`src/rtl/msgbuf_pkg.sv`:
```
package msgbuf_pkg;

    localparam logic [15:0] BLK_TAG = 16'hAA55;
    localparam logic [15:0] END_TAG = 16'hDD33;

    localparam logic [5:0] OP_SRD = 6'h01;
    localparam logic [5:0] OP_SWR = 6'h02;
    localparam logic [5:0] OP_MRD = 6'h03;
    localparam logic [5:0] OP_MWR = 6'h04;
    localparam logic [5:0] OP_RRD = 6'h05;
    localparam logic [5:0] OP_RWR = 6'h06;

    localparam logic [15:0] ERR_GEN   = 16'h8000;
    localparam logic [15:0] ERR_NOBLK = 16'h8001;
    localparam logic [15:0] ERR_NOEND = 16'h8002;
    localparam logic [15:0] ERR_NOACK = 16'h8004;
    localparam logic [15:0] ERR_NOGNT = 16'h8008;
    localparam logic [15:0] ERR_OLD   = 16'h8020;

    typedef enum logic [3:0] {
        S_IDLE, S_FETCH, S_HDR, S_ARG1, S_ARG2, S_ITEM,
        S_ISSUE, S_BUS, S_MARK, S_ENDCHK, S_WSTAT, S_WCNT
    } seq_st_e;

    typedef struct packed {
        logic [5:0] op;
        logic [9:0] nwords;
        logic [7:0] blk;
    } hdr_t;

endpackage

```
`src/rtl/msgbuf_hdr_decode.sv`:
```
module msgbuf_hdr_decode
    import msgbuf_pkg::*;
(
    input  logic [31:0] word,
    output hdr_t        fields,
    output logic        old_fmt,
    output logic        rev_ok,
    output logic        op_ok
);
    logic unused_fmt_bits;

    always_comb begin
        fields.op     = word[5:0];
        fields.nwords = word[15:6];
        fields.blk    = word[23:16];
        old_fmt       = ~word[31];
        rev_ok        = (word[31:28] == 4'hA) || (word[31:28] == 4'hB);
        op_ok         = (word[5:0] >= OP_SRD) && (word[5:0] <= OP_RWR);
    end

    assign unused_fmt_bits = ^word[27:24];

endmodule

```
`src/rtl/msgbuf_bus_master.sv`:
```
module msgbuf_bus_master #(
    parameter int TIMEOUT = 256
) (
    input  logic clk,
    input  logic rst_n,
    input  logic iss,
    input  logic ack,
    output logic req,
    output logic done,
    output logic expired
);
    localparam int TW = $clog2(TIMEOUT + 1);

    typedef struct packed {
        logic          busy;
        logic [TW-1:0] tmr;
    } bm_s;

    bm_s q, d;

    always_comb begin
        d       = q;
        done    = q.busy & ack;
        expired = q.busy & ~ack & (q.tmr == TW'(TIMEOUT - 1));
        if (iss) begin
            d.busy = 1'b1;
            d.tmr  = '0;
        end else if (q.busy) begin
            if (ack || expired) d.busy = 1'b0;
            else                d.tmr  = q.tmr + 1'b1;
        end
    end

    always_ff @(posedge clk or negedge rst_n) begin
        if (!rst_n) q <= '0;
        else        q <= d;
    end

    assign req = q.busy;

    // a request is held until ack or expiry
    a_r10_req_held: assert property (@(posedge clk) disable iff (!rst_n)
        (req && !ack && !expired) |=> req);
    // one access per request
    a_r10_single_access: assert property (@(posedge clk) disable iff (!rst_n)
        (req && ack) |=> !req);

endmodule

```
`src/rtl/msgbuf_seq.sv`:
```
module msgbuf_seq
    import msgbuf_pkg::*;
#(
    parameter int AW = 8
) (
    input  logic          clk,
    input  logic          rst_n,
    input  logic          ctrl_we,
    input  logic [7:0]    ctrl_wdata,
    output logic [7:0]    ctrl_rdata,
    output logic          direct_mode,
    output logic          mrb_host_sel,
    output logic [AW-1:0] mib_addr,
    input  logic [31:0]   mib_rdata,
    input  hdr_t          hf,
    input  logic          old_fmt,
    input  logic          rev_ok,
    input  logic          op_ok,
    output logic          mrb_we,
    output logic [AW-1:0] mrb_addr,
    output logic [31:0]   mrb_wdata,
    input  logic          bus_grant,
    output logic          iss,
    output logic          acc_we,
    output logic [31:0]   acc_addr,
    output logic [31:0]   acc_wdata,
    input  logic          done,
    input  logic          expired,
    input  logic [31:0]   bus_rdata
);
    typedef struct packed {
        seq_st_e       st;
        seq_st_e       ret;
        logic [AW-1:0] ptr;
        logic [AW-1:0] mrk;
        logic [AW-1:0] rcnt;
        logic [5:0]    op;
        logic [9:0]    nw;
        logic [7:0]    blk;
        logic [31:0]   addr;
        logic [31:0]   wdata;
        logic [15:0]   cnt;
        logic          we;
        logic [15:0]   status;
        logic          ready;
        logic          rdsel;
        logic          direct;
    } seq_s;

    seq_s q, d;
    logic unused_ctrl_bits;

    assign unused_ctrl_bits = ^{ctrl_wdata[4:0]};

    always_comb begin
        d         = q;
        iss       = 1'b0;
        mrb_we    = 1'b0;
        mrb_addr  = '0;
        mrb_wdata = '0;

        if (ctrl_we) begin
            d.rdsel  = ctrl_wdata[6];
            d.direct = ctrl_wdata[5];
        end

        unique case (q.st)
            S_IDLE: begin
                if (ctrl_we && ctrl_wdata[7] && !ctrl_wdata[5]) begin
                    d.ready  = 1'b0;
                    d.ptr    = '0;
                    d.rcnt   = '0;
                    d.status = '0;
                    d.st     = S_FETCH;
                    d.ret    = S_HDR;
                end
            end
            S_FETCH: d.st = q.ret;
            S_HDR: begin
                if (old_fmt) begin
                    d.status = ERR_OLD;
                    d.st     = S_WSTAT;
                end else if (!rev_ok || !op_ok) begin
                    d.status = ERR_GEN;
                    d.st     = S_WSTAT;
                end else begin
                    d.op  = hf.op;
                    d.nw  = hf.nwords;
                    d.blk = hf.blk;
                    d.mrk = q.ptr + AW'(1) + AW'(hf.nwords);
                    d.st  = S_FETCH;
                    if (hf.nwords == '0) begin
                        d.ptr = q.ptr + AW'(1);
                        d.ret = S_MARK;
                    end else begin
                        d.ptr = q.ptr + AW'(1);
                        d.ret = S_ARG1;
                    end
                end
            end
            S_ARG1: begin
                d.addr = mib_rdata;
                unique case (q.op)
                    OP_SRD: begin
                        d.cnt = 16'd1;
                        d.we  = 1'b0;
                        d.st  = S_ISSUE;
                    end
                    OP_RRD: begin
                        d.cnt = 16'(q.nw);
                        d.we  = 1'b0;
                        d.st  = S_ISSUE;
                    end
                    OP_RWR: begin
                        d.cnt = 16'(q.nw[9:1]);
                        d.st  = S_FETCH;
                        if (q.nw[9:1] == '0) begin
                            d.ptr = q.mrk;
                            d.ret = S_MARK;
                        end else begin
                            d.ptr = q.ptr + AW'(1);
                            d.ret = S_ARG2;
                        end
                    end
                    default: begin
                        d.ptr = q.ptr + AW'(1);
                        d.st  = S_FETCH;
                        d.ret = S_ARG2;
                    end
                endcase
            end
            S_ARG2: begin
                unique case (q.op)
                    OP_SWR, OP_RWR: begin
                        d.wdata = mib_rdata;
                        d.we    = 1'b1;
                        if (q.op == OP_SWR) d.cnt = 16'd1;
                        d.st    = S_ISSUE;
                    end
                    default: begin
                        d.cnt = mib_rdata[15:0];
                        d.we  = (q.op == OP_MWR);
                        if (mib_rdata[15:0] == '0) begin
                            d.ptr = q.mrk;
                            d.st  = S_FETCH;
                            d.ret = S_MARK;
                        end else if (q.op == OP_MWR) begin
                            d.ptr = q.ptr + AW'(1);
                            d.st  = S_FETCH;
                            d.ret = S_ITEM;
                        end else begin
                            d.st  = S_ISSUE;
                        end
                    end
                endcase
            end
            S_ITEM: begin
                unique case (q.op)
                    OP_MWR: begin
                        d.wdata = mib_rdata;
                        d.st    = S_ISSUE;
                    end
                    OP_RRD: begin
                        d.addr = mib_rdata;
                        d.st   = S_ISSUE;
                    end
                    default: begin
                        d.addr = mib_rdata;
                        d.ptr  = q.ptr + AW'(1);
                        d.st   = S_FETCH;
                        d.ret  = S_ARG2;
                    end
                endcase
            end
            S_ISSUE: begin
                if (!bus_grant) begin
                    d.status = ERR_NOGNT;
                    d.st     = S_WSTAT;
                end else begin
                    iss  = 1'b1;
                    d.st = S_BUS;
                end
            end
            S_BUS: begin
                if (done) begin
                    if (!q.we) begin
                        mrb_we    = 1'b1;
                        mrb_addr  = AW'(2) + q.rcnt;
                        mrb_wdata = bus_rdata;
                        d.rcnt    = q.rcnt + AW'(1);
                    end
                    if (q.cnt <= 16'd1) begin
                        d.ptr = q.mrk;
                        d.st  = S_FETCH;
                        d.ret = S_MARK;
                    end else begin
                        d.cnt = q.cnt - 16'd1;
                        unique case (q.op)
                            OP_MRD: begin
                                d.addr = q.addr + 32'd1;
                                d.st   = S_ISSUE;
                            end
                            OP_MWR: begin
                                d.addr = q.addr + 32'd1;
                                d.ptr  = q.ptr + AW'(1);
                                d.st   = S_FETCH;
                                d.ret  = S_ITEM;
                            end
                            default: begin
                                d.ptr = q.ptr + AW'(1);
                                d.st  = S_FETCH;
                                d.ret = S_ITEM;
                            end
                        endcase
                    end
                end else if (expired) begin
                    d.status = ERR_NOACK;
                    d.st     = S_WSTAT;
                end
            end
            S_MARK: begin
                if (mib_rdata[31:16] != BLK_TAG) begin
                    d.status = ERR_NOBLK;
                    d.st     = S_WSTAT;
                end else begin
                    d.ptr = q.ptr + AW'(1);
                    d.st  = S_FETCH;
                    d.ret = S_ENDCHK;
                end
            end
            S_ENDCHK: begin
                if (q.blk == '0) begin
                    d.status = (mib_rdata[31:16] == END_TAG) ? 16'h0000 : ERR_NOEND;
                    d.st     = S_WSTAT;
                end else begin
                    d.st = S_HDR;
                end
            end
            S_WSTAT: begin
                mrb_we    = 1'b1;
                mrb_addr  = '0;
                mrb_wdata = 32'(q.status);
                d.st      = S_WCNT;
            end
            S_WCNT: begin
                mrb_we    = 1'b1;
                mrb_addr  = AW'(1);
                mrb_wdata = 32'(q.rcnt);
                d.ready   = 1'b1;
                d.st      = S_IDLE;
            end
            default: d.st = S_IDLE;
        endcase
    end

    always_ff @(posedge clk or negedge rst_n) begin
        if (!rst_n) begin
            q       <= '0;
            q.ready <= 1'b1;
        end else begin
            q <= d;
        end
    end

    assign mib_addr     = q.ptr;
    assign acc_we       = q.we;
    assign acc_addr     = q.addr;
    assign acc_wdata    = q.wdata;
    assign direct_mode  = q.direct;
    assign mrb_host_sel = q.rdsel;
    assign ctrl_rdata   = {q.st != S_IDLE, q.rdsel, q.direct, 4'b0000, q.ready};

    // ready rises only in the cycle after the count word is written
    a_r2_ready_after_count: assert property (@(posedge clk) disable iff (!rst_n)
        $rose(q.ready) |-> $past(mrb_we && mrb_addr == AW'(1)));
    // a non-zero status always carries the summary bit
    a_r7_status_summary: assert property (@(posedge clk) disable iff (!rst_n)
        (mrb_we && mrb_addr == '0 && mrb_wdata != '0) |-> mrb_wdata[15]);
    // idle with direct set stays idle unless direct is being cleared
    a_r13_direct_idle: assert property (@(posedge clk) disable iff (!rst_n)
        (q.direct && q.ready && !(ctrl_we && !ctrl_wdata[5])) |=> q.ready);
    // nothing is written to the result buffer while ready
    a_r2_no_write_when_ready: assert property (@(posedge clk) disable iff (!rst_n)
        q.ready |-> !mrb_we);

endmodule

```
`src/rtl/msgbuf_exec.sv`:
```
module msgbuf_exec
    import msgbuf_pkg::*;
#(
    parameter int AW      = 8,
    parameter int TIMEOUT = 256
) (
    input  logic          clk,
    input  logic          rst_n,
    input  logic          ctrl_we,
    input  logic [7:0]    ctrl_wdata,
    output logic [7:0]    ctrl_rdata,
    output logic          direct_mode,
    output logic          mrb_host_sel,
    output logic [AW-1:0] mib_addr,
    input  logic [31:0]   mib_rdata,
    output logic          mrb_we,
    output logic [AW-1:0] mrb_addr,
    output logic [31:0]   mrb_wdata,
    input  logic          bus_grant,
    output logic          bus_req,
    output logic          bus_we,
    output logic [31:0]   bus_addr,
    output logic [31:0]   bus_wdata,
    input  logic [31:0]   bus_rdata,
    input  logic          bus_ack
);
    hdr_t hf;
    logic old_fmt, rev_ok, op_ok;
    logic iss, done, expired;

    msgbuf_hdr_decode u_dec (
        .word    (mib_rdata),
        .fields  (hf),
        .old_fmt (old_fmt),
        .rev_ok  (rev_ok),
        .op_ok   (op_ok)
    );

    msgbuf_seq #(.AW(AW)) u_seq (
        .clk          (clk),
        .rst_n        (rst_n),
        .ctrl_we      (ctrl_we),
        .ctrl_wdata   (ctrl_wdata),
        .ctrl_rdata   (ctrl_rdata),
        .direct_mode  (direct_mode),
        .mrb_host_sel (mrb_host_sel),
        .mib_addr     (mib_addr),
        .mib_rdata    (mib_rdata),
        .hf           (hf),
        .old_fmt      (old_fmt),
        .rev_ok       (rev_ok),
        .op_ok        (op_ok),
        .mrb_we       (mrb_we),
        .mrb_addr     (mrb_addr),
        .mrb_wdata    (mrb_wdata),
        .bus_grant    (bus_grant),
        .iss          (iss),
        .acc_we       (bus_we),
        .acc_addr     (bus_addr),
        .acc_wdata    (bus_wdata),
        .done         (done),
        .expired      (expired),
        .bus_rdata    (bus_rdata)
    );

    msgbuf_bus_master #(.TIMEOUT(TIMEOUT)) u_bm (
        .clk     (clk),
        .rst_n   (rst_n),
        .iss     (iss),
        .ack     (bus_ack),
        .req     (bus_req),
        .done    (done),
        .expired (expired)
    );

    // address and data stay put while a request waits
    a_r4_addr_stable: assert property (@(posedge clk) disable iff (!rst_n)
        (bus_req && !bus_ack) |=> ($stable(bus_addr) && $stable(bus_wdata)));
    // no bus activity while idle in direct mode
    a_r13_no_req_direct: assert property (@(posedge clk) disable iff (!rst_n)
        (direct_mode && ctrl_rdata[0]) |-> !bus_req);

endmodule

```
`config.mk`:
```
export PLATFORM = sky130hd
export DESIGN_NAME = msgbuf_exec
export DESIGN_NICKNAME = d
export VERILOG_FILES = /design/src/rtl/msgbuf_pkg.sv /design/src/rtl/msgbuf_hdr_decode.sv /design/src/rtl/msgbuf_bus_master.sv /design/src/rtl/msgbuf_seq.sv /design/src/rtl/msgbuf_exec.sv
export SDC_FILE = /design/constraint.sdc
export NUM_CORES = 1
export LEC_CHECK = 0
export CORE_ASPECT_RATIO = 0.6
export CORE_MARGIN = 8
export CORE_UTILIZATION = 30
export CTS_CLUSTER_SIZE = 24
export DETAILED_ROUTE_END_ITERATION = 6
export SYNTH_ARGS = -nofsm -noshare
export SYNTH_HDL_FRONTEND = slang
export SYNTH_SLANG_ARGS = --single-unit
```
`constraint.sdc`:
```
create_clock -name clk -period 6.3 [get_ports clk]
set_clock_uncertainty 0.1 [all_clocks]
set_input_delay 1.26 -clock clk [delete_from_list [all_inputs] [get_ports clk]]
set_output_delay 1.26 -clock clk [all_outputs]
set_load 0.02 [all_outputs]
```
* Word-level counts from Yosys, hierarchy flattened
Index checks and enable logic that the tools add are counted.
** Word-level totals
- Flip-flop bits (word level) :: 166
- Input port bits :: 77
** Operators by class
- Add/sub/neg operators :: 7
- Magnitude comparators :: 3
- Equality and inequality tests :: 49
- Multiplexer cells :: 74
- Bitwise gates (word level) :: 5
- Reduce and logical (&&, ||, !) cells :: 40
** Operators with widths (count)
- $mux W32 :: 8
- $mux W16 :: 12
- $pmux W32 S3 :: 2
- $mux W12 :: 8
- $pmux W16 S3 :: 2
- $pmux W16 S6 :: 1
- $pmux W12 S7 :: 1
- $pmux W32 S2 :: 1
- $pmux W4 S11 :: 1
- $mux W20 :: 2
- $mux W8 :: 5
- $mux W17 :: 2
- $ne A2 B2 Y1 const B :: 17
- $add A32 B1 Y32 const B :: 1
- $mux W4 :: 8
- $pmux W8 S2 :: 2
- $mux W15 :: 2
- $eq A4 B4 Y1 const B :: 6
- $pmux W12 S2 :: 1
- $mux W10 :: 2
- $eq A6 B3 Y1 const B :: 3
- $add A8 B1 Y8 const B :: 2
- $eq A16 B16 Y1 const B :: 1
- $eq A4 B3 Y1 const B :: 4
- 44 further kinds :: 84

* Depth between registers and ports, before layout
Gate-level depths: netlist of the first run.
- Depth after elaboration :: 7
- Gate-level depth with buffers :: 11
- Mapped depth without buffers :: 11

* By module
Synthesis of the first run repeated with hierarchy kept, for this count alone.
** Second synthesis, totals
- Cell total of the unflattened synthesis :: 1077
- Area total of the unflattened synthesis :: 9719.3 µm²
** By module, submodules not included
- msgbuf_seq :: times used 1, cells each 994, area an instance 8989.9 µm², seq. area each 3654.8 µm²
- msgbuf_bus_master :: times used 1, cells each 52, area an instance 515.5 µm², seq. area each 250.2 µm²
- msgbuf_hdr_decode :: times used 1, cells each 31, area an instance 214.0 µm², seq. area each 0.0 µm²

* Worst setup path before layout of the first run
No wires, ideal clock.
- Path kind :: input -> output
- Start :: input bus_ack
- End :: output mrb_wdata[0]
- Arrival :: 2.265 ns
- Data required time :: 4.940 ns
- Setup slack :: 2.675 ns
- Stages on the path :: 5
- Buffers on the path :: 1
- Cells stage by stage :: nand2_1 nor3_1 clkbuf_1 a222oi_1 inv_1
** On the way
- Word-level cells in the longest chain between the ends :: 3
** Ends and longest elaborated chain
- start, declared :: RTL line msgbuf_exec.sv:25 : input logic bus_ack
- $and A1 B1 Y1 :: RTL line msgbuf_bus_master.sv:23 : done = q.busy & ack;
- $mux W32 :: RTL line msgbuf_seq.sv:185 : if (done) begin
- $pmux W32 S3 :: RTL line msgbuf_seq.sv:67 : unique case (q.st)
- end, declared :: RTL line msgbuf_exec.sv:18 : output logic [31:0] mrb_wdata,
Every way passes these cells.

* Worst setup path in the final report of the first run
- Start :: input bus_ack
- End :: output mrb_wdata[1]
The elaborated chain is that of the path after synthesis.

==> results.txt, run 1 <==
----------------------------------------------------
[Floorplan]
  Boundary Pins ... 202
  Floorplan row count ... 50
  Horizontal die dimension ... 244.3 µm
  Floorplan die height ... 153.0 µm
  Die area ... ~37000 µm²
  Starting density of the core ... between 30% and 40%
  Core area ... about 31000 µm²

[CTS]
  Clock tree buffer depth ... 2
  Buffers inserted by post-CTS timing repair ... 0
  Clock transition time at the flip-flop clock pins of the worst setup and hold paths ... roughly 0.060 ns
  Root buffer selected by CTS ... sky130_fd_sc_hd__clkbuf_16
  Clock tree from TritonCTS ... yes
  Clock Sink Count ... around 160
  Clock Latency Late Sink ... roughly 0.44 ns
  Cts-stage hold buffer count ... 0
  CTS resizes ... 0
  H-Tree Depth ... 4
  Total clock buffers created by CTS ... 17

[Pwr]
  Leakage power total ... approximately 4.9 nW
  Power density normalized to cell area ... roughly 410 nW/µm²
  VDD IR-drop max ... roughly 180 µV

[Global route]
  Vias in the first global route ... between 7000 and 8000
  Global Route Usage Sum ... between 10% and 20%
  Pin count of the biggest net entering global routing ... between 90 and 100
  Antenna violations before repair ... 3
  First-pass GRT wire length ... 47980 µm
  Congestion Overflow GR ... 0

[Placement]
  Worst slack after detailed placement ... about 1.5 ns
  HPWL after detailed placement ... between 20000 and 25000 µm
  Final weighted congestion in routability-driven placement ... approximately 0.9
  Buffers on Ports ... approximately 190

[Worst setup path]
  Worst Path Class, Setup ... input port to output port
  Largest fanout of any net on the critical path ... slightly above 40
  Worst endpoint data arrival time ... roughly 3.4 ns
  Critical Path End Type ... output port
  Type of element launching the critical path ... input port
  Critical path launch point ... bus_ack
  Crit path required time ... 4.94 ns
  Source of the worst register-to-register timing path ... u_seq.q[153]$_DFFE_PN0P_

[Logic synthesis]
  Syn avg cell area ... approximately 9.1 µm²
  Sequential element share of the synthesized area ... a little over two fifths
  Proportion of synthesized flip-flops having asynchronous set or reset ... 100.0%
  Most repeated cell in the gate-level netlist after synthesis ... sky130_fd_sc_hd__dfrtp_1
  Largest area contributor in the synthesized netlist ... sky130_fd_sc_hd__dfrtp_1
  Area contributors post-synth ... sky130_fd_sc_hd__dfrtp_1, sky130_fd_sc_hd__mux2_2, sky130_fd_sc_hd__buf_4, sky130_fd_sc_hd__a21oi_1, sky130_fd_sc_hd__o21ai_0
  Number of warnings printed during yosys synthesis ... 0
  Post-Syn Instances ... between 1000 and 1500
  XOR/XNOR share of the synthesized area ... roughly 2.7%
  Fraction of synthesized area in multiplexers ... 7.429%
  Area share of and/or/nand/nor cells after synthesis ... a little under a fifth
  Main synth FF type ... sky130_fd_sc_hd__dfrtp_1
  Unique masters post-synth ... 68
  FF+latch count, synth ... roughly 160
  Synthesized area ... around 9400 µm²
  Adder and majority cell fraction of the synthesized area ... 2.214%
  Dominant combinational cell family by area after synthesis ... simple AND/OR/NAND/NOR gates
  Compound-cell area share of the yosys netlist ... between 10% and 20%
  Post-synth EDFFs ... 0
  Fraction of post-synthesis cell area in the top cell type by area ... about two fifths
  List of most frequent post-synthesis cells ... sky130_fd_sc_hd__dfrtp_1, sky130_fd_sc_hd__a21oi_1, sky130_fd_sc_hd__nor2_1, sky130_fd_sc_hd__o21ai_0, sky130_fd_sc_hd__nand2_1

[Worst hold path]
  Beginning of the worst hold path ... u_seq.ctrl_rdata[0]$_DFFE_PN1P_
  Class of the worst hold path ... flip-flop to flip-flop

[Final layout]
  Utilization after layout ... a little under two fifths
  Total area of multi-input combinational cells ... ~4600 µm²
  Sequential cell area ... between 3000 and 4000 µm²
  Area delta synth->final ... 25.69%
  Final net count ... around 1200
  Fillers ... between 3000 and 4000
  Fraction of layout cells with a size suffix above 1 ... a little over 10%
  Number of antenna repair diodes ... 0

[Routing]
  First-pass iteration count of the detailed router ... 7
  Total wire length ... 31070 µm
  Number of remaining DRC errors ... 11
  Vias ... 8171
  Starting DRC count in detailed routing ... 934
  Antenna-violating nets left ... 0
  Detail-routed net length per standard cell ... about 20 µm
  Via density per instance ... around 5.2

[STA]
  Actual slew at the worst max-slew pin ... 1.274 ns
  Max-slew violation count ... 0
  Min cycle time layout ... 4.750 ns
  Final total negative setup slack ... 0 ns
  Fraction of the cycle the final worst path needs ... between 70% and 80%
  RSZ-0062 raised after global routing ... false
  Final-report hold violation count ... 0
  Max transition margin ... 14.76%
  # setup viols final ... 0
  Worst Slack Setup Final ... ~1.5 ns
  Fmax achieved ... between 200 and 250 MHz

[Outcome]
  Violations in the final reports ... DRC
  Outcome ... finished, violations left

[Run]
  Maxcap violations ... 0

----------------------------------------------------
[where the power goes]
| group | leakage (nW) | switching, W | internal (W) | total [W] |
|---|---|---|---|---|
| clock | 0.313 | 0.000444 | 0.000699 | 0.00114 |
| combinational | 2.59 | 0.00114 | 0.000876 | 0.00201 |
| sequential | 2.02 | 0.000345 | 0.00129 | 0.00164 |
[routing by layer]
layer / vias to the layer above / GRT usage, % / routed length (µm)
met5: - / 0 / 20
met4: 4 / 3.904 / 388
met3: 39 / 4.629 / 2463
met2: 295 / 23.21 / 13410
met1: 3996 / 23.37 / 14790
li1: 3837 / - / -
[through the flow]
| step | total power (W) | std cells | hold WS [ns] | instance area (µm²) |
|---|---|---|---|---|
| floorplan | 0.003050 | 1038 | 0.3447 | 9393 |
| global placement | 0.003613 | 1528 | 0.3553 | 11140 |
| detailed placement | 0.003651 | 1528 | 0.3644 | 11140 |
| CTS | 0.004813 | 1560 | 0.3743 | 11790 |
| global route | 0.005089 | 1560 | 0.3856 | 11790 |
| finish | 0.004791 | 1560 | 0.3684 | 11790 |
[logic make-up (layout without fill, tap and decap cells)]
kind of cell             count (synthesis)  count (layout)
XOR/XNOR                                29              29
other                                    1               4
AND/OR/NAND/NOR                        348             348
AO/OA/AOI/OAI                          273             273
adder cells (fa/ha/maj)                 16              16
buffers and inverters                  150             256
flip-flops                             156             156
multiplexers                            62              62
[registers in the layout (all words and copies together), names as in the netlist]
signal              flops
u_seq.mib_addr          8
u_bm.req                1
u_seq.acc_addr         32
u_seq.ctrl_rdata        1
u_seq.direct_mode       1
u_seq.mrb_host_sel      1
u_seq.acc_wdata        32
u_seq.q                70
u_bm.q                  9
u_seq.acc_we            1
[critical path: stages]
cell	delay, ns
sky130_fd_sc_hd__clkdlybuf4s50_1	0.55
sky130_fd_sc_hd__nand2_1	0.19
sky130_fd_sc_hd__nor3_2	0.14
sky130_fd_sc_hd__buf_4	0.36
sky130_fd_sc_hd__a222oi_1	0.17
sky130_fd_sc_hd__inv_1	0.08
sky130_fd_sc_hd__clkdlybuf4s50_1	0.61
[final cells by class]
| class | count | share of cell area (%) |
|---|---|---|
| flip-flops and latches | 156 | 33.12 |
| inverters | 21 | 0.6685 |
| well taps | 416 | 4.414 |
| multi-input cells | 732 | 39.27 |
| repair buffers | 203 | 17.01 |
| clock buffers | 20 | 3.958 |
| clock inverters | 12 | 1.560 |
[cells in the final DEF (no fill, tap or decap), types with 7 or more instances in the layout]
master,synthesis,layout
sky130_fd_sc_hd__xnor2_1,10,10
sky130_fd_sc_hd__o21ai_0,84,84
sky130_fd_sc_hd__a22o_1,10,10
sky130_fd_sc_hd__or3_1,7,7
sky130_fd_sc_hd__nor4_1,9,9
sky130_fd_sc_hd__nand3_1,37,37
sky130_fd_sc_hd__dfrtp_1,155,155
sky130_fd_sc_hd__o22ai_1,23,23
sky130_fd_sc_hd__a21o_1,7,7
sky130_fd_sc_hd__clkbuf_16,0,17
sky130_fd_sc_hd__mux2_2,61,61
sky130_fd_sc_hd__nand4_1,12,12
sky130_fd_sc_hd__buf_4,79,11
sky130_fd_sc_hd__nand2b_1,12,12
sky130_fd_sc_hd__a2bb2oi_1,12,12
sky130_fd_sc_hd__and2_1,30,30
sky130_fd_sc_hd__nor3_1,18,17
sky130_fd_sc_hd__ha_1,15,15
sky130_fd_sc_hd__a31oi_1,7,7
sky130_fd_sc_hd__nor2_1,86,85
sky130_fd_sc_hd__inv_1,21,21
sky130_fd_sc_hd__clkdlybuf4s50_1,0,191
sky130_fd_sc_hd__a21oi_1,87,87
sky130_fd_sc_hd__nand2_1,83,83
sky130_fd_sc_hd__xor2_1,19,19
sky130_fd_sc_hd__and3_1,17,17
[final timing paths]
check | to | slack (ns) | cells past startpoint
worst max-delay path | mrb_wdata[1] | 1.55 | 7
worst min-delay path | u_seq.ctrl_rdata[0]$_DFFE_PN1P_ | 0.37 | 2
worst max register to register | u_seq.q[35]$_DFFE_PN0P_ | 2.77 | 7
worst min register to register | u_seq.ctrl_rdata[0]$_DFFE_PN1P_ | 0.37 | 2
max in group asynchronous | u_seq.mib_addr[2]$_DFFE_PN0P_ | 3.84 | 2
min in group asynchronous | u_seq.q[125]$_DFFE_PN0P_ | 0.81 | 1
(Power assumes the default switching activity.)
==> inputs of run 2 (changes only) <==
==> constraint.sdc (replaced) <==
create_clock -name clk -period 3.9 [get_ports clk]
set_clock_uncertainty 0.1 [all_clocks]
set_input_delay 0.78 -clock clk [delete_from_list [all_inputs] [get_ports clk]]
set_output_delay 0.78 -clock clk [all_outputs]
set_load 0.02 [all_outputs]
==> run 2 against run 1 <==
- the run now ends clean
- total power grew 66%
- clock power increased by 70%
- critical endpoint is now mrb_addr[5]
- clock-buffer cell count is the same
==> results.txt, run 2 (same netlist as run 1, synthesis figures left out) <==
----------------------------------------------------
[Worst setup path]
  Worst endpoint data arrival time ... 2.79 ns (-0.60 ns)
  Critical path launch point ... u_seq.q[154]$_DFFE_PN0P_
  Critical Path Slowest Stage Cell ... sky130_fd_sc_hd__clkdlybuf4s50_1
  Largest fanout of any net on the critical path ... 10 (-76%)
  Count of cells along the worst register-to-register path ... 9 (+2)
  Crit path required time ... 3.02 ns (-1.92 ns)
  Source of the worst register-to-register timing path ... u_seq.q[121]$_DFFE_PN0P_
  Longest individual stage delay on the worst path ... 0.63 ns (+0.02 ns)
  Type of element launching the critical path ... flip-flop
  Worst reg-to-reg setup slack ... 0.85 ns (-1.92 ns)
  Terminus of the critical flop-to-flop path ... u_seq.acc_addr[17]$_DFFE_PN0P_
  Crit path capture ... mrb_addr[5]
  Worst Path Class, Setup ... flip-flop to output port
  Critical Path End Type ... output port
  Worst path cell trace ... nor2b_1 -> nand2_1 -> or3_1 -> nor2_1 -> clkdlybuf4s50_1

[Global route]
  Vias in the first global route ... 8042 (+2.3%)
  Pin count of the biggest net entering global routing ... 86 (-13%)
  Antenna violations before repair ... 3 (unchanged)
  First-pass GRT wire length ... 49490 µm (+3.2%)
  Congestion Overflow GR ... 0 (unchanged)
  Global Route Usage Sum ... 16.71% (+0.58 points)

[STA]
  Min cycle time layout ... roughly 3.7 ns
  Fraction of the cycle the final worst path needs ... ~94%
  Max-slew violation count ... 0 (unchanged)
  Max transition margin ... 39.32% (+25 points)
  Final-report hold violation count ... 0 (unchanged)
  Tightest hold margin ... 0.3299 ns (-0.03853 ns)
  Final total negative setup slack ... 0 ns (unchanged)
  Actual slew at the worst max-slew pin ... 0.9032 ns (-0.3708 ns)
  Worst Slack Setup Final ... 0.2261 ns (-1.324 ns)
  # setup viols final ... 0 (unchanged)
  RSZ-0062 raised after global routing ... false
  Fmax achieved ... roughly 270 MHz

[Run]
  Maxcap violations ... 0 (unchanged)

[Final layout]
  Sequential cell area ... 3905 µm² (unchanged)
  Fraction of layout cells with a size suffix above 1 ... 13.32% (+3.2 points)
  Final net count ... 1267 (+3.5%)
  Total area of multi-input combinational cells ... 4631 µm² (unchanged)
  Register with the most flip-flops ... u_seq.q
  Most common cell after layout, fill and taps aside ... sky130_fd_sc_hd__clkdlybuf4s50_1
  Max reg flops ... 70 (unchanged)
  Area delta synth->final ... 29.99%
  Fillers ... 3078 (-1.5%)
  Final instance area ... 12200 µm² (+3.4%)
  Most frequent cells in the layout ... sky130_fd_sc_hd__clkdlybuf4s50_1, sky130_fd_sc_hd__dfrtp_1, sky130_fd_sc_hd__a21oi_1, sky130_fd_sc_hd__nor2_1, sky130_fd_sc_hd__o21ai_0

[Routing]
  Starting DRC count in detailed routing ... 1002 (+7.3%)
  Via density per instance ... 5.269 (+0.60%)
  Vias ... 8447 (+3.4%)
  Uppermost routed layer ... met5
  Number of remaining DRC errors ... 0 (-11)
  Total wire length ... 32060 µm (+3.2%)
  Met3 layer wire length in the routed design ... 2726 µm (+11%)
  Met2 routed wirelength ... 13590 µm (+1.4%)
  Met1 routed wirelength after detailed routing ... 15150 µm (+2.5%)
  Detail-routed net length per standard cell ... 20.00 µm (+0.42%)
  Antenna-violating nets left ... 0 (unchanged)
  First-pass iteration count of the detailed router ... 7 (unchanged)

[Pwr]
  Power density normalized to cell area ... 652.5 nW/µm² (+61%)
  Leakage power total ... 5.169 nW (+5.0%)
  VDD IR-drop max ... 262.8 µV (+48%)
  Overall power of the completed layout ... 0.007957 W (+66%)
  Part of the total power dissipated in combinational logic ... 43.1% (+1.1 points)
  Register share of total power ... 32.5% (-1.7 points)
  Internal power ... 0.004842 W (+69%)
  Switching component of the power ... 0.003115 W (+62%)
  Clk pwr share ... 24.4% (+0.6 points)
  Switching share of power ... 39.14% (-1.0 points)

[CTS]
  Root buffer selected by CTS ... sky130_fd_sc_hd__clkbuf_16
  Clock Sink Count ... 156 (unchanged)
  Clock tree buffer depth ... 2 (unchanged)
  Clock transition time at the flip-flop clock pins of the worst setup and hold paths ... 0.06 ns (about the same)
  Clock Latency Late Sink ... 0.43 ns (about the same)
  Cts-stage hold buffer count ... 0 (unchanged)
  Buffers inserted by post-CTS timing repair ... 0 (unchanged)
  H-Tree Depth ... 4 (unchanged)
  Total clock buffers created by CTS ... 17 (unchanged)
  Clock tree from TritonCTS ... yes
  CTS resizes ... 0 (unchanged)

[Placement]
  Worst slack after detailed placement ... 0.1879 ns (-1.344 ns)
  Final weighted congestion in routability-driven placement ... 0.9134 (+4.1%)
  HPWL after detailed placement ... 24060 µm (+7.2%)
  Buffers on Ports ... 192 (unchanged)
  Instance area after placement ... 11510 µm² (+3.3%)

[Floorplan]
  Core area ... 30970 µm² (unchanged)
  Boundary Pins ... 202 (unchanged)
  Die area ... 37370 µm² (unchanged)
  Floorplan row count ... 50 (unchanged)
  Horizontal die dimension ... 244.3 µm (unchanged)
  Floorplan die height ... 153.0 µm (unchanged)
  Starting density of the core ... 30.29% (unchanged)

[Worst hold path]
  Class of the worst hold path ... input port to async pin

[Outcome]
  Outcome ... completed

----------------------------------------------------
[run 2: worst min-delay path by stage]
stage	startpoint	to	slack [ns]
floorplan	u_seq.ctrl_rdata[0]$_DFFE_PN1P_	u_seq.ctrl_rdata[0]$_DFFE_PN1P_	0.34
global placement	u_seq.ctrl_rdata[0]$_DFFE_PN1P_	u_seq.ctrl_rdata[0]$_DFFE_PN1P_	0.35
detailed placement	u_seq.q[134]$_DFFE_PN0P_	u_seq.q[134]$_DFFE_PN0P_	0.37
CTS	rst_n	u_seq.q[126]$_DFFE_PN0P_	0.36
global route	rst_n	u_seq.q[125]$_DFFE_PN0P_	0.39
finish	rst_n	u_seq.q[125]$_DFFE_PN0P_	0.33
[run 2: critical path, delay by kind of cell, from the launching register on]
kind	cells	cell delay (ns)
AND/OR/NAND/NOR	4	1.20
flip-flops	1	0.53
buffers and inverters	1	0.63
[run 2: power groups by stage]
stage          clock network (W)  registers (W)  logic (W)
6_report                 0.00194        0.00259    0.00343
5_1_grt                  0.00204        0.00266    0.00373
4_1_cts                  0.00198        0.00258    0.00343
3_5_place_dp                   0        0.00260    0.00341
3_3_place_gp                   0        0.00259    0.00336
2_1_floorplan                  0        0.00242    0.00251
[run 2: cell type report]
cell class | count | share of cell area (%)
well taps | 416 | 4.268
inverters | 21 | 0.6464
repair buffers | 246 | 19.50
flip-flops and latches | 156 | 32.02
clock inverters | 11 | 1.744
clock buffers | 20 | 3.827
multi-input cells | 732 | 37.97
diodes | 1 | 0.02052
[run 2: stage by stage]
| step | utilization (%) | instances |
|---|---|---|
| floorplan | - | 1038 |
| global placement | 37.18 | 1571 |
| detailed placement | 37.18 | 1571 |
| CTS | 39.37 | 1602 |
| global route | 39.37 | 1602 |
| finish | 39.38 | 1603 |
[run 2: per-layer routing]
layer / vias up / track usage (%)
met3: 38 / 5.047
met4: 8 / 3.819
li1: 3941 / -
met2: 373 / 24.09
met5: - / 0.9346
met1: 4087 / 24.04
==> inputs of run 3 (changes only) <==
--- a/config.mk
+++ b/config.mk
@@ -8,7 +8,6 @@
 export CORE_ASPECT_RATIO = 0.6
 export CORE_MARGIN = 8
 export CORE_UTILIZATION = 30
-export CTS_CLUSTER_SIZE = 24
 export DETAILED_ROUTE_END_ITERATION = 6
 export SYNTH_ARGS = -nofsm -noshare
 export SYNTH_HDL_FRONTEND = slang
==> results of run 3 <==
Final layout, timing and power as in run 2 (identical DEF).
